[src/rtl/pow2_wdt_pkg.sv]
package pow2_wdt_pkg;

  localparam int unsigned DATA_W = 32;
  localparam int unsigned ADDR_W = 4;
  localparam int unsigned EN_BIT = 31;

  // word index of each register (byte offset >> 2)
  localparam logic [1:0] IDX_SOFT = 2'd0;
  localparam logic [1:0] IDX_CFG  = 2'd1;
  localparam logic [1:0] IDX_KEY1 = 2'd2;
  localparam logic [1:0] IDX_KEY2 = 2'd3;

  localparam logic [DATA_W-1:0] KEY1_WORD = 32'hABCD_1234;
  localparam logic [DATA_W-1:0] KEY2_WORD = 32'h4321_DCBA;

  typedef enum logic [2:0] {
    CAUSE_HARD   = 3'd0,
    CAUSE_EXPIRE = 3'd1,
    CAUSE_BADKEY = 3'd2,
    CAUSE_SOFT   = 3'd3,
    CAUSE_USER   = 3'd4
  } cause_e;

endpackage

[src/rtl/pow2_wdt_rst_sync.sv]
module pow2_wdt_rst_sync #(
  parameter int unsigned STAGES = 2
) (
  input  logic clk,
  input  logic rst_n,
  output logic rst_n_sync
);
  logic [STAGES-1:0] sync_q;

  always_ff @(posedge clk or negedge rst_n) begin
    if (!rst_n) sync_q <= '0;
    else        sync_q <= {sync_q[STAGES-2:0], 1'b1};
  end

  assign rst_n_sync = sync_q[STAGES-1];
endmodule

[src/rtl/pow2_wdt_regs.sv]
module pow2_wdt_regs
  import pow2_wdt_pkg::*;
#(
  parameter int unsigned DELAY_W = 5
) (
  input  logic                clk,
  input  logic                rst_n,
  input  logic                warm_clr,
  input  logic [ADDR_W-1:0]   bus_addr,
  input  logic [DATA_W-1:0]   bus_wdata,
  input  logic                bus_we,
  output logic                cfg_en,
  output logic [DELAY_W-1:0]  cfg_delay,
  output logic                run,
  output logic                cnt_clr,
  output logic                kick,
  output logic                bad_key,
  output logic                soft_req
);
  logic               en_q, en_d;
  logic [DELAY_W-1:0] delay_q, delay_d;
  logic               run_q, run_d;
  logic               armed_q, armed_d;
  logic               state_ce;

  logic               aligned;
  logic               wr_soft, wr_cfg, wr_k1, wr_k2;
  logic               k1_match, k2_good;
  logic               new_en;
  logic [DELAY_W-1:0] new_delay;
  logic               start, reload;

  always_comb begin
    aligned   = (bus_addr[1:0] == 2'b00);
    wr_soft   = bus_we && aligned && (bus_addr[3:2] == IDX_SOFT);
    wr_cfg    = bus_we && aligned && (bus_addr[3:2] == IDX_CFG);
    wr_k1     = bus_we && aligned && (bus_addr[3:2] == IDX_KEY1);
    wr_k2     = bus_we && aligned && (bus_addr[3:2] == IDX_KEY2);
    k1_match  = (bus_wdata == KEY1_WORD);
    k2_good   = wr_k2 && armed_q && (bus_wdata == KEY2_WORD);
    new_en    = bus_wdata[EN_BIT];
    new_delay = bus_wdata[DELAY_W-1:0];

    kick      = k2_good;
    bad_key   = run_q && ((wr_k1 && !k1_match) || (wr_k2 && !k2_good));
    soft_req  = wr_soft && bus_wdata[0];
    start     = wr_cfg && new_en && !run_q;
    reload    = wr_cfg && run_q && (new_delay != delay_q);
    cnt_clr   = start || reload || kick;
  end

  always_comb begin
    en_d    = en_q;
    delay_d = delay_q;
    run_d   = run_q;
    armed_d = armed_q;
    if (wr_cfg) begin
      en_d    = new_en;
      delay_d = new_delay;
      if (new_en) run_d = 1'b1;
    end
    if (wr_k1) armed_d = k1_match;
    if (wr_k2) begin
      armed_d = 1'b0;
      // a pending stop completes only on a valid sequence
      if (k2_good && !en_q) run_d = 1'b0;
    end
    if (warm_clr) begin
      en_d    = 1'b0;
      delay_d = '0;
      run_d   = 1'b0;
      armed_d = 1'b0;
    end
  end

  assign state_ce = warm_clr || wr_cfg || wr_k1 || wr_k2;

  always_ff @(posedge clk or negedge rst_n) begin
    if (!rst_n) begin
      en_q    <= 1'b0;
      delay_q <= '0;
      run_q   <= 1'b0;
      armed_q <= 1'b0;
    end else if (state_ce) begin
      en_q    <= en_d;
      delay_q <= delay_d;
      run_q   <= run_d;
      armed_q <= armed_d;
    end
  end

  assign cfg_en    = en_q;
  assign cfg_delay = delay_q;
  assign run       = run_q;
endmodule

[src/rtl/pow2_wdt_counter.sv]
module pow2_wdt_counter #(
  parameter int unsigned DELAY_W = 5
) (
  input  logic               clk,
  input  logic               rst_n,
  input  logic               run,
  input  logic               clr,
  input  logic               warm_clr,
  input  logic [DELAY_W-1:0] delay,
  output logic               expire,
  output logic [(1<<DELAY_W)-1:0] cnt
);
  localparam int unsigned CNT_W = 1 << DELAY_W;
  localparam logic [CNT_W-1:0] ALL_ONES = '1;

  logic [CNT_W-1:0] cnt_q, cnt_d, limit;
  logic             cnt_ce;

  // last count value is 2^(delay+1)-1; CNT_W-1 is all ones in DELAY_W bits,
  // so the shift amount CNT_W-1-delay equals ~delay
  assign limit = ALL_ONES >> (~delay);

  always_comb begin
    expire = run && !clr && (cnt_q == limit);
    if (warm_clr || clr || !run) cnt_d = '0;
    else                         cnt_d = cnt_q + {{(CNT_W-1){1'b0}}, 1'b1};
    cnt_ce = run || (cnt_q != '0);
  end

  always_ff @(posedge clk or negedge rst_n) begin
    if (!rst_n)      cnt_q <= '0;
    else if (cnt_ce) cnt_q <= cnt_d;
  end

  assign cnt = cnt_q;
endmodule

[src/rtl/pow2_wdt_cause.sv]
module pow2_wdt_cause
  import pow2_wdt_pkg::*;
(
  input  logic       clk,
  input  logic       rst_n,
  input  logic       user_rst,
  input  logic       soft_req,
  input  logic       bad_key,
  input  logic       expire,
  output logic [2:0] cause,
  output logic       warm_clr,
  output logic       req
);
  cause_e cause_q, cause_d;
  logic   req_q, req_d;

  always_comb begin
    warm_clr = user_rst || soft_req || bad_key || expire;
    req_d    = !user_rst && (soft_req || bad_key || expire);
    cause_d  = cause_q;
    if (user_rst)      cause_d = CAUSE_USER;
    else if (soft_req) cause_d = CAUSE_SOFT;
    else if (bad_key)  cause_d = CAUSE_BADKEY;
    else if (expire)   cause_d = CAUSE_EXPIRE;
  end

  always_ff @(posedge clk or negedge rst_n) begin
    if (!rst_n) begin
      cause_q <= CAUSE_HARD;
      req_q   <= 1'b0;
    end else begin
      req_q <= req_d;
      if (warm_clr) cause_q <= cause_d;
    end
  end

  assign cause = cause_q;
  assign req   = req_q;
endmodule

[src/rtl/pow2_wdt.sv]
module pow2_wdt
  import pow2_wdt_pkg::*;
#(
  parameter int unsigned DELAY_W = 5
) (
  input  logic              clk,
  input  logic              rst_n,
  input  logic [3:0]        bus_addr,
  input  logic [31:0]       bus_wdata,
  input  logic              bus_we,
  output logic [31:0]       bus_rdata,
  input  logic              user_rst_i,
  output logic              sys_rst_req_o
);
  localparam int unsigned CNT_W = 1 << DELAY_W;

  logic               rst_n_s;
  logic               cfg_en, run, cnt_clr, kick, bad_key, soft_req;
  logic [DELAY_W-1:0] cfg_delay;
  logic               warm_clr, expire;
  logic [CNT_W-1:0]   cnt;
  logic [2:0]         cause;

  pow2_wdt_rst_sync #(.STAGES(2)) u_sync (
    .clk(clk), .rst_n(rst_n), .rst_n_sync(rst_n_s)
  );

  pow2_wdt_regs #(.DELAY_W(DELAY_W)) u_regs (
    .clk(clk), .rst_n(rst_n_s), .warm_clr(warm_clr),
    .bus_addr(bus_addr), .bus_wdata(bus_wdata), .bus_we(bus_we),
    .cfg_en(cfg_en), .cfg_delay(cfg_delay), .run(run), .cnt_clr(cnt_clr),
    .kick(kick), .bad_key(bad_key), .soft_req(soft_req)
  );

  pow2_wdt_counter #(.DELAY_W(DELAY_W)) u_cnt (
    .clk(clk), .rst_n(rst_n_s), .run(run), .clr(cnt_clr),
    .warm_clr(warm_clr), .delay(cfg_delay), .expire(expire), .cnt(cnt)
  );

  pow2_wdt_cause u_cause (
    .clk(clk), .rst_n(rst_n_s), .user_rst(user_rst_i), .soft_req(soft_req),
    .bad_key(bad_key), .expire(expire), .cause(cause),
    .warm_clr(warm_clr), .req(sys_rst_req_o)
  );

  always_comb begin
    bus_rdata = '0;
    if (bus_addr[1:0] == 2'b00) begin
      case (bus_addr[3:2])
        IDX_CFG: begin
          bus_rdata[EN_BIT]        = cfg_en;
          bus_rdata[DELAY_W-1:0]   = cfg_delay;
        end
        IDX_KEY1: bus_rdata[2:0] = cause;
        default:  bus_rdata = '0;
      endcase
    end
  end
endmodule

[config.mk]
export PLATFORM = sky130hd
export DESIGN_NAME = pow2_wdt
export DESIGN_NICKNAME = d
export VERILOG_FILES = /design/src/rtl/pow2_wdt_pkg.sv /design/src/rtl/pow2_wdt_rst_sync.sv /design/src/rtl/pow2_wdt_regs.sv /design/src/rtl/pow2_wdt_counter.sv /design/src/rtl/pow2_wdt_cause.sv /design/src/rtl/pow2_wdt.sv
export SDC_FILE = /design/constraint.sdc
export NUM_CORES = 1
export LEC_CHECK = 0
export BUFFER_PORTS_ARGS = -buffer_cell sky130_fd_sc_hd__buf_2
export CAP_MARGIN = 10
export CORE_MARGIN = 2
export CORE_UTILIZATION = 25
export DETAILED_ROUTE_END_ITERATION = 7
export PLACE_DENSITY = 0.5
export RECOVER_POWER = 50
export SLEW_MARGIN = 25
export SYNTH_ARGS = -nofsm -noshare
export SYNTH_HDL_FRONTEND = slang
export SYNTH_SLANG_ARGS = --single-unit
[constraint.sdc]
create_clock -name clk -period 3.5 [get_ports clk]
set_input_delay 0.7 -clock clk [delete_from_list [all_inputs] [get_ports clk]]
set_output_delay 0.7 -clock clk [all_outputs]
set_load 0.1 [all_outputs]
# --- Word level (Yosys, flattened, before mapping) ---
# Index checks and enable logic that the tools add are counted.
word_totals:
  output_inout_bits: 33
  inputBits: 40
  elab_cells: 87
  register_bits: 46
classes:
  reduce_logical: 48
  n_bitwise: 1
  shift: 1
  muxes: 21
  addsub: 1
  eq_ne: 7
op_table:
  columns: ["operator", "count"]
  rows:
  - ["$mux W32", 2]
  - ["$add A32 B1 Y32 const B", 1]
  - ["$eq A32 B31 Y1 const B", 1]
  - ["$eq A32 B32 Y1", 1]
  - ["$eq A32 B32 Y1 const B", 1]
  - ["$reduce_bool A32 Y1", 1]
  - ["$shr A32 B5 Y32 const A", 1]
  - ["$logic_and A1 B1 Y1", 19]
  - ["$logic_or A1 B1 Y1", 14]
  - ["$mux W3", 4]
  - ["$mux W1", 11]
  - ["$mux W5", 2]
  - ["$logic_not A1 Y1", 6]
  - ["$pmux W3 S2", 1]
  - ["$reduce_and A2 Y1", 3]
  - ["$ne A5 B5 Y1", 1]
  - ["$not A5 Y5", 1]
  - ["$eq A2 B2 Y1 const B", 2]
  - ["$logic_not A2 Y1", 2]
  - ["$reduce_bool A4 Y1", 1]
  - ["$reduce_bool A3 Y1", 1]
  - ["$eq A2 B1 Y1 const B", 1]
  - ["$mux W2", 1]
  - ["$reduce_bool A2 Y1", 1]

# --- Logic depth before layout (Yosys ltp) ---
# Gate-level depths: netlist (run 1).
depth:
  ltp_word: 15
  depth_mapped: 13
  depth_no_buf: 8

# --- Cells and area by module ---
# Synthesis (run 1) repeated with hierarchy kept, for this count alone.
unflattened:
  cells_unflattened: 447
  area_unflattened_um2: 3743.6
modules_own_cells:
  columns: ["module", "area_per_inst_um2", "seq_area_each_um2", "cells_per_inst", "n_inst"]
  rows:
  - ["pow2_wdt_counter", 2580.0, 800.8, 316, 1]
  - ["pow2_wdt_regs", 651.9, 200.2, 72, 1]
  - ["pow2_wdt", 299.0, 0.0, 42, 1]
  - ["pow2_wdt_cause", 158.9, 100.1, 14, 1]
  - ["pow2_wdt_rst_sync", 53.8, 50.0, 3, 1]

# --- Worst setup path after synthesis (run 1) ---
# Ideal clock, no wire load.
synth_timing:
  path_kind: "input -> output"
  start: "input bus_addr[3]"
  end: "output bus_rdata[0]"
  setup_slack_ps: 354
  required_ps: 2800
  stages: 5
  arrival_ps: 2446
  cell_sequence: "inv_1 -> ha_1 -> clkbuf_1 -> a22oi_1 -> nor2_1"
synth_between:
  elab_chain_len: 3
synth_rtl:
  columns: ["element", "line", "rtl"]
  rows:
  - ["start, declared", "pow2_wdt.sv:8", "input logic [3:0] bus_addr,"]
  - ["$eq A2 B2 Y1 / $eq A2 B1 Y1 (equally long branches)", "pow2_wdt.sv:49", "case (bus_addr[3:2])"]
  - ["$pmux W3 S2 *", "pow2_wdt.sv:49", null]
  - ["$mux W32 *", "pow2_wdt.sv:48", "if (bus_addr[1:0] == 2'b00) begin"]
  - ["end, declared", "pow2_wdt.sv:11", "output logic [31:0] bus_rdata,"]
# Every way passes the cells marked *; elsewhere a longest branch is shown, timed or not.

# --- Worst setup path in the final report (run 1) ---
layout_timing:
  start: "input bus_addr[3]"
  end: "output bus_rdata[31]"
layout_between:
  elab_chain_len: 3
layout_rtl:
  columns: ["element", "line"]
  rows:
  - ["$eq A2 B1 Y1", "pow2_wdt.sv:49"]
  - ["$mux W1", "pow2_wdt.sv:49"]
  - ["$mux W32", "pow2_wdt.sv:48"]
# Every way passes these cells.

==> out/qor.yml, run 1 <==
run_status:
  outcome: "complete, but fails checks"
  violations: "max-capacitance violations, max-slew violations"
clocking:
  cts_tree: "done"
  clock_latency_ns: 0.30
  cts.sinks: 46
  path_clk_slew_ns: 0.06
  post_cts_resized: 0
  cts_made_buffers: 5
  hold_buffers: 0
  cts_buffer_depth: 2
  clockRootBuffer: "clkbuf_16"
  htreeDepth: 2
  cts_setup_buffers: 0
critical_path:
  crit_path_top_delay_cell: "clkbuf_1"
  crit_path_start_kind: "input pin"
  rr_worst_depth: 11
  critical_path_buf_inv_count: 3
  required_ns: 2.80
  worst_r2r_startpoint: "u_regs.cfg_delay[4]"
  r2r_slack_ns: 0.55
  arrival_ns: 2.26
  path_class: "in -> out"
  path_delay_family: "buffers and inverters"
  timing.rr.end: "u_cnt.cnt[21]"
  crit_chain: "buf_2, inv_1, ha_1, and3_1, clkbuf_1"
  cp-end-kind: "output pin"
  crit_path_max_incr_delay_ns: 0.87
  worstPathMaxFanout: 9
sta:
  min_period_over_period: 0.845
  setup_tns_ns: 0
  finalHoldViolations: 0
  fin_ws_ns: 0.543
  worst_slew_pin_slew_ns: 1.94
  rsz0062_at_grt: "no"
  fin_crit_ns: 2.96
  max_clock_freq_mhz: 338
  finClkSkew_ns: 0.00785
  setup_violations: 0
  slew_viol_final: 45
  relSlewSlack: -0.291
pwr:
  cellPowerDensity_mw_per_mm2: 355
  power_mw: 1.46
  p_leak_nw: 1.76
  peakVddDrop_v: 0.000226
yosys:
  synth_top_area_cell: "dfrtp_1"
  ys_top_cells_by_area: "dfrtp_1 32%, buf_4 6.6%, nor2_1 6.0%, xor2_1 5.3%, xnor2_1 4.6%"
  ys_warn_count: 0
  synth-simple-area-share: 0.311
  synth_top_area_frac: 0.316
  synthDistinctLibCells: 64
  async_reset_ff_frac: 1.00
  ys_seq_area_frac: 0.316
  synth_top_family_by_area: "simple AND/OR/NAND/NOR gates"
  syn_inst: 446
  synth_compound_area_frac: 0.137
  syn_area_mm2: 0.00364
  ys_ff_latch: 46
  synthAdderAreaFrac: 0.0206
  synth_edf_count: 0
  syn_avg_cell_area_um2: 8.16
  synthFlopType: "dfrtp_1"
  synthMuxAreaShare: 0.00619
  synth-xor-area-share: 0.0987
detailed_routing:
  num_vias: 3336
  drc: 0
  routed_wl_um: 10100
  drt-wirelength-per-cell_um: 15.2
  first_pass_iters: 5
  viasPerCell: 5.02
  antenna_left: 0
  drt-initial-drc-count: 248
place:
  dp_hpwl_um: 7660
  place_area_mm2: 0.00394
  port_buffers: 46
  place.gp.congestion: 0.885
  pre_cts_ws_ns: 0.513
cells_and_area:
  diodes: 0
  nFillCells: 1517
  multiInputGateArea_mm2: 0.00219
  layout.nets: 526
  syn2layout_area_growth_pct: 13.4
  drive_gt1_frac: 0.152
  fin_area_mm2: 0.00413
  seqCellArea_mm2: 0.00115
die:
  die_w_um: 125
  die_h_um: 125
  start_util: 0.253
  coreArea_mm2: 0.0144
  io_pins: 73
  die_area_mm2: 0.0155
  row_count: 44
global_routing:
  track_usage: 0.127
  grt_pass1_vias: 3165
  grt_max_degree: 45
  grt_pass1_wl_um: 16200
  grt_overflow: 0
  antenna_found_initial: 0
job:
  drv_cap: 1
min_path:
  holdCritPathClass: "in -> async"
-- power breakdown --
part | switching [mW] | internal (mW)
registers | 0.0206 | 0.537
logic | 0.211 | 0.0605
clock network | 0.224 | 0.411
-- cell usage after synthesis, types with 4 or more instances --
cell type  count
nor4_1         8
o31ai_1        5
inv_1         12
o21ai_0        7
a22oi_1        6
nor3_1        15
nand4_1        9
nor2b_1        4
nand3_1       21
xnor2_1       19
ha_1           6
and2_1         4
xor2_1        22
clkbuf_1      11
and3_1        16
nor2_1        58
nand2_1       44
buf_2          6
a21oi_1       17
buf_4         32
dfrtp_1       46
a31oi_1        9
nand4b_1       4
-- flip-flops by register name (all words and copies together) (netlist names) --
signal,count
u_regs.run,1
u_cause.cause,3
u_sync.sync_q,2
u_cnt.cnt,32
u_regs.cfg_en,1
u_cause.req,1
u_regs.armed_q,1
u_regs.cfg_delay,5
-- logic make-up after synthesis --
group           after synthesis
buf+inv                      65
compound gates               72
other cells                   2
flops                        46
fa+ha+maj                     6
simple gates                212
xor+xnor                     41
mux                           2
-- worst max-delay path by stage --
stage	startpoint	endpoint	slack [ns]	cells after the start
2_1_floorplan	bus_addr[3]	bus_rdata[0]	0.35	5
3_3_place_gp	bus_addr[1]	u_cnt.cnt[0]	0.53	9
3_5_place_dp	bus_addr[1]	u_cnt.cnt[0]	0.51	9
4_1_cts	u_regs.cfg_delay[4]	u_cnt.cnt[8]	0.60	11
5_1_grt	u_regs.cfg_delay[4]	u_cnt.cnt[16]	0.34	11
6_report	bus_addr[3]	bus_rdata[31]	0.54	5
-- placed cells by master (no fill, tap or decap), types with 7 or more instances in the layout --
master and count:
conb_1 27, nand3_1 21, buf_4 7, dfrtp_1 46, o21ai_0 7, nand4_1 9
a31oi_1 9, xor2_1 22, xnor2_1 19, a21oi_1 17, nand2_1 44, inv_1 12
nor3_1 15, and3_1 16, nor2_1 58, buf_2 43, nor4_1 8
-- cell type report --
class / count / area share
clock buffers: 5 / 0.0303
inverters: 12 / 0.0109
flip-flops and latches: 46 / 0.279
multi-input cells: 360 / 0.530
well taps: 184 / 0.0558
clock inverters: 3 / 0.0167
repair buffers: 55 / 0.0773
-- layer usage --
metal	track usage	wire length (um)	vias up
met5	0	0	-
met4	0.0271	130	0
met3	0.0241	655	15
met2	0.214	4710	138
met1	0.170	4590	1587
li1	-	-	1596
-- metrics by stage --
step	std cells	hold slack (ns)	utilization
floorplan	471	0.331	-
global placement	657	0.339	0.274
detailed placement	657	0.338	0.274
CTS	665	0.172	0.288
global route	665	0.175	0.287
finish	665	0.179	0.287
Note: power is estimated with default switching activity, not from simulation.
==> inputs of run 2 (changes only) <==
Settings changed: PLACE_DENSITY 0.5 to 0.51.
Clock period 3.5 ns to 2.45 ns, I/O delays scaled along.
==> run 2 against run 1 <==
Compared with the run above: the run ends with negative setup slack left; cell count increased by 9.0%; combinational power up 60%; first-iteration DRC count down 13%; sequential cell count stayed put; die area did not move; clock power grew 47%; global-route usage grew 1.2 points; via count increased by 6.5%; critical path depth rose by 5; register-to-register slack worse by 0.71 ns; count of clock-buffer cells in the layout grew 1; power up 48%.
==> out/qor.yml, run 2 (synthesis results as in run 1) <==
sta:
  finalHoldViolations: 0
  relSlewSlack: 0.591
  worst_slew_pin_slew_ns: 0.614
  max_clock_freq_mhz: 383
  slew_viol_final: 0
  fin_crit_ns: 2.61
  setup_violations: 42
  fin_ws_ns: -0.158
  min_period_over_period: 1.06
  finClkSkew_ns: 0.0114
  rsz0062_at_grt: "yes"
clocking:
  cts_buffer_depth: 2
  cts_tree: "done"
  clock_latency_ns: 0.30
  clockRootBuffer: "clkbuf_16"
  cts.sinks: 46
  path_clk_slew_ns: 0.07
  cts_made_buffers: 5
  htreeDepth: 2
detailed_routing:
  num_vias: 3553
  viasPerCell: 4.90
  routed_wl_um: 11100
  drc: 0
  antenna_left: 0
  drt-wirelength-per-cell_um: 15.4
  first_pass_iters: 4
  drt-initial-drc-count: 217
critical_path:
  crit_path_start_kind: "flop"
  arrival_ns: 2.79
  required_ns: 2.63
  worstPathMaxFanout: 7
  crit_path_max_incr_delay_ns: 0.47
  crit_chain: "buf_2, buf_4, nand2_1, o32ai_1, o2111ai_1, nor4_4, nand4b_4, buf_6, and2_4, a21o_1"
  cp-end-kind: "flop"
  crit_path_top_delay_cell: "dfrtp_2"
  path_class: "reg -> reg"
  rr_worst_depth: 10
cells_and_area:
  syn2layout_area_growth_pct: 30.6
  largest_reg_flops: 32
  layout.cells.most_common: "buf_4"
  diodes: 0
  final_cell_mix: "60 x buf_4, 53 x nor2_1, 45 x buf_2"
  nFillCells: 1525
  layout.nets: 586
  multiInputGateArea_mm2: 0.00230
  seqCellArea_mm2: 0.00116
  drive_gt1_frac: 0.283
  final_util: 0.331
die:
  row_count: 44
  die_h_um: 125
  die_area_mm2: 0.0155
  start_util: 0.253
  io_pins: 73
  die_w_um: 125
  coreArea_mm2: 0.0144
global_routing:
  grt_max_degree: 45
  grt_pass1_wl_um: 17800
  grt_overflow: 0
  track_usage: 0.139
  grt_pass1_vias: 3405
  antenna_found_initial: 0
min_path:
  holdCritPathClass: "reg -> async"
place:
  port_buffers: 46
  pre_cts_ws_ns: -0.208
  dp_hpwl_um: 8450
  place.gp.congestion: 0.920
pwr:
  cellPowerDensity_mw_per_mm2: 456
  p_leak_nw: 2.10
  peakVddDrop_v: 0.000275
run_status:
  outcome: "complete, but fails checks"
  violations: "negative setup slack"
job:
  drv_cap: 0
run 2: changes by cell type in the layout (fill, tap and decap cells not counted), sizes merged:
cell / previous run / this run
buf: 52 / 113
clkinv: 1 / 0
dlygate4sd3: 0 / 1
clkbuf: 8 / 7
run 2: what timing repair did:
action / in CTS / in global routing
cloned: 0 / 0
endpoints found under the hold margin: 2 / 0
buffers inserted: 1 / 1
gates resized for setup: 10 / 21
hold buffers: 1 / 0
endpoints found under the setup margin: 42 / 43
pin swaps: 5 / 4
run 2: critical path, delay by kind of cell, from the launching register on:
family	cells	cell delay, ns
AOI/OAI and AO/OA	3	0.80
buffers and inverters	3	0.51
DFF	1	0.47
and+or+nand+nor	4	0.69
run 2: final timing paths:
kind | from | end | slack, ns
max | u_regs.cfg_delay[1] | u_cause.cause[2] | -0.16
min reg2reg | u_sync.sync_q[1] | u_cnt.cnt[4] | 0.34
max reg2reg | u_regs.cfg_delay[1] | u_cause.cause[2] | -0.16
max in group asynchronous | u_sync.sync_q[1] | u_regs.cfg_delay[1] | 1.66
min in group clk | u_sync.sync_q[0] | u_sync.sync_q[1] | 0.35
min | u_sync.sync_q[1] | u_cnt.cnt[4] | 0.34
run 2: power breakdown:
| group | internal [mW] | switching, mW |
|---|---|---|
| Sequential | 0.768 | 0.0263 |
| Clock | 0.614 | 0.322 |
| Combinational | 0.112 | 0.323 |
| Total | 1.49 | 0.671 |
run 2: final cells by class:
| cell class | instances | area share |
|---|---|---|
| clock buffers | 6 | 0.0292 |
| clock inverters | 2 | 0.0126 |
| inverters | 12 | 0.00948 |
| multi-input cells | 360 | 0.483 |
| flip-flops and latches | 46 | 0.244 |
| well taps | 184 | 0.0484 |
| repair buffers | 115 | 0.173 |
run 2: routing by layer:
layer | track usage | routed length [um]
met1 | 0.191 | 5040
met2 | 0.235 | 5380
met3 | 0.0202 | 595
met4 | 0.0258 | 128
met5 | 0 | 0
run 2: through the flow:
step / cell area (um^2) / instances / power [mW] / hold slack (ns) / setup TNS (ns)
floorplan: 3740 / 471 / 1.15 / 0.194 / 0
global placement: 4410 / 714 / 1.22 / 0.276 / -5.31
detailed placement: 4410 / 714 / 1.22 / 0.278 / -6.80
CTS: 4660 / 724 / 2.17 / 0.352 / -2.01
global route: 4750 / 725 / 2.23 / 0.357 / -6.93
finish: 4750 / 725 / 2.16 / 0.345 / -4.21
==> inputs of run 3 (changes only) <==
Settings changed: CTS_BUF_LIST set to sky130_fd_sc_hd__clkbuf_16, SYNTH_HIERARCHICAL set to 1.
==> run 3 against run 2 <==
Compared with the run above: critical endpoint is now u_cnt/cnt[3]; core utilization up 0.80 points; setup slack worse by 0.57 ns; highest routed layer unchanged; sequential cell count unchanged; the flow still finishes with violations (negative setup slack).
==> out/qor.yml, run 3 <==
run_status:
  outcome: "complete, but fails checks"
  violations: "negative setup slack"
sta:
  fin_ws_ns: -0.730
  slew_viol_final: 0
  min_period_over_period: 1.30
  max_clock_freq_mhz: 314
  hold_slack_ns: 0.308
  worst_slew_pin_slew_ns: 0.743
  finalHoldViolations: 0
  rsz0062_at_grt: "yes"
  finClkSkew_ns: 0.00697
  setup_tns_ns: -27.73
  fin_crit_ns: 3.18
  setup_violations: 44
  relSlewSlack: 0.504
cells_and_area:
  nFillCells: 1492
  syn2layout_area_growth_pct: 32.0
  drive_gt1_frac: 0.325
  layout.cells.most_common: "buf_4"
  layout.nets: 594
  final_util: 0.339
  diodes: 0
  largest_reg_flops: 32
  final_cell_mix: "77 x buf_4, 46 x dfrtp_1, 41 x buf_2"
yosys:
  synth_top_area_cell: "dfrtp_1"
  synth_most_common_cell: "dfrtp_1"
  ys_ff_latch: 46
  synth.top_cells.by_count: "46 x dfrtp_1, 44 x nor2_1, 26 x buf_4, 25 x nand3_1, 24 x a21oi_1"
  synthFlopType: "dfrtp_1"
  ys_warn_count: 6
  ys_top_cells_by_area: "dfrtp_1 31%, buf_4 5.2%, xor2_1 4.4%, nor2_1 4.4%, xnor2_1 3.5%"
  synth_edf_count: 0
  syn_inst: 447
  synth_top_area_frac: 0.307
  async_reset_ff_frac: 1.00
  synthDistinctLibCells: 76
  syn_area_mm2: 0.00374
  syn_avg_cell_area_um2: 8.37
  ys_seq_area_frac: 0.307
critical_path:
  worstPathMaxFanout: 8
  arrival_ns: 3.37
  path_class: "reg -> reg"
  crit_path_top_delay_cell: "or4_4"
  required_ns: 2.64
  crit_path_start_kind: "flop"
  crit_path_max_incr_delay_ns: 0.50
  cp-end-kind: "flop"
  crit_chain: "and4_1, and3_4, and3_4, or2_1, nand3b_1, a221oi_2, nand4_1, or4_4, nor4_4, nor3_2, nand2b_1, nor3b_2, nor2_4, clkbuf_16, nor2_1"
  crit_top_cell: "and3_4"
clocking:
  cts_buffer_depth: 2
  cts_made_buffers: 5
  path_clk_slew_ns: 0.07
  cts.sinks: 46
  clockRootBuffer: "clkbuf_16"
  clock_latency_ns: 0.30
  htreeDepth: 2
  cts_tree: "done"
place:
  place.gp.congestion: 0.854
  pre_cts_ws_ns: -0.982
  port_buffers: 46
  dp_hpwl_um: 8520
die:
  row_count: 44
  start_util: 0.257
  io_pins: 73
  coreArea_mm2: 0.0146
  die_w_um: 126
  die_h_um: 126
  die_area_mm2: 0.0160
pwr:
  peakVddDrop_v: 0.000250
  p_leak_nw: 2.20
  power_mw: 2.08
  cellPowerDensity_mw_per_mm2: 421
global_routing:
  grt_pass1_vias: 3710
  antenna_found_initial: 0
  track_usage: 0.142
  grt_overflow: 0
  grt_pass1_wl_um: 18600
  grt_max_degree: 37
detailed_routing:
  routed_wl_um: 11600
  drt-initial-drc-count: 275
  drt-wirelength-per-cell_um: 15.8
  antenna_left: 0
  viasPerCell: 5.15
  drc: 0
  first_pass_iters: 6
  num_vias: 3784
job:
  drv_cap: 0
min_path:
  holdCritPathClass: "reg -> async"
run 3: changes by cell type after synthesis, moves of 7 or more:
cell	before	now
a21oi_1	17	24
a31oi_1	9	2
buf_2	6	13
nand2_1	44	21
nor2_1	58	44
nor3_1	15	5
nor4_1	8	16
o21ai_0	7	14
run 3: stage by stage:
| step | instance area (um^2) | instances |
|---|---|---|
| finish | 4940 | 735 |
| global route | 4940 | 735 |
| CTS | 4890 | 733 |
| detailed placement | 4630 | 720 |
| global placement | 4630 | 720 |
| floorplan | 3880 | 472 |
run 3: worst paths after layout:
kind / to / cells after the start / from / slack, ns
max: u_cnt/cnt[3] / 15 / u_regs/armed_q / -0.73
min in group clk: u_sync/sync_q[1] / 0 / u_sync/sync_q[0] / 0.35
max in group asynchronous: u_cnt/cnt[19] / 1 / u_sync/sync_q[1] / 0.95
max reg2reg: u_cnt/cnt[3] / 15 / u_regs/armed_q / -0.73
min: u_regs/cfg_delay[3] / 0 / u_sync/sync_q[1] / 0.31
min reg2reg: u_regs/cfg_delay[3] / 0 / u_sync/sync_q[1] / 0.31
run 3: metal layers:
layer  wire length [um]  global-route usage  vias to the layer above
met5                  0                   0                        -
met2               5520               0.234                      157
li1                   -                   -                     1792
met4                177              0.0433                        0
met1               5120               0.185                     1820
met3                817              0.0358                       15
run 3: worst max-delay path: cells and delay by family, from the launching register on:
kind	cells	cell delay, ns
compound gates	1	0.18
buf+inv	1	0.21
flops	1	0.39
simple gates	13	2.29
run 3: timing repair:
item,in CTS,in global routing
hold buffers,1,0
pin swaps,4,2
gates resized for setup,12,8
hold endpoints to repair,2,0
setup buffers,5,2
setup endpoints to repair,44,44
gates cloned,0,2
run 3: area by class of cell:
type / count / area [um^2] / area share
clock buffers: 5 / 125 / 0.0253
repair buffers: 130 / 961 / 0.194
well taps: 184 / 230 / 0.0466
flip-flops and latches: 46 / 1150 / 0.233
multi-input cells: 356 / 2390 / 0.484
inverters: 11 / 41.3 / 0.00835
clock inverters: 3 / 41.3 / 0.00835
run 3: kinds of logic after synthesis:
family | synth area share
AOI/OAI and AO/OA | 0.149
and+or+nand+nor | 0.338
other | 0.00201
DFF | 0.307
buffers and inverters | 0.105
adders and majority gates | 0.0134
muxes | 0.00602
xor gates and xnor gates | 0.0795
run 3: where the power goes:
part	internal, mW	leakage (nW)	total (mW)	switching (mW)
Sequential	0.768	0.632	0.779	0.0110
Clock	0.478	0.0812	0.784	0.306
Combinational	0.153	1.49	0.518	0.365
Total	1.40	2.20	2.08	0.682
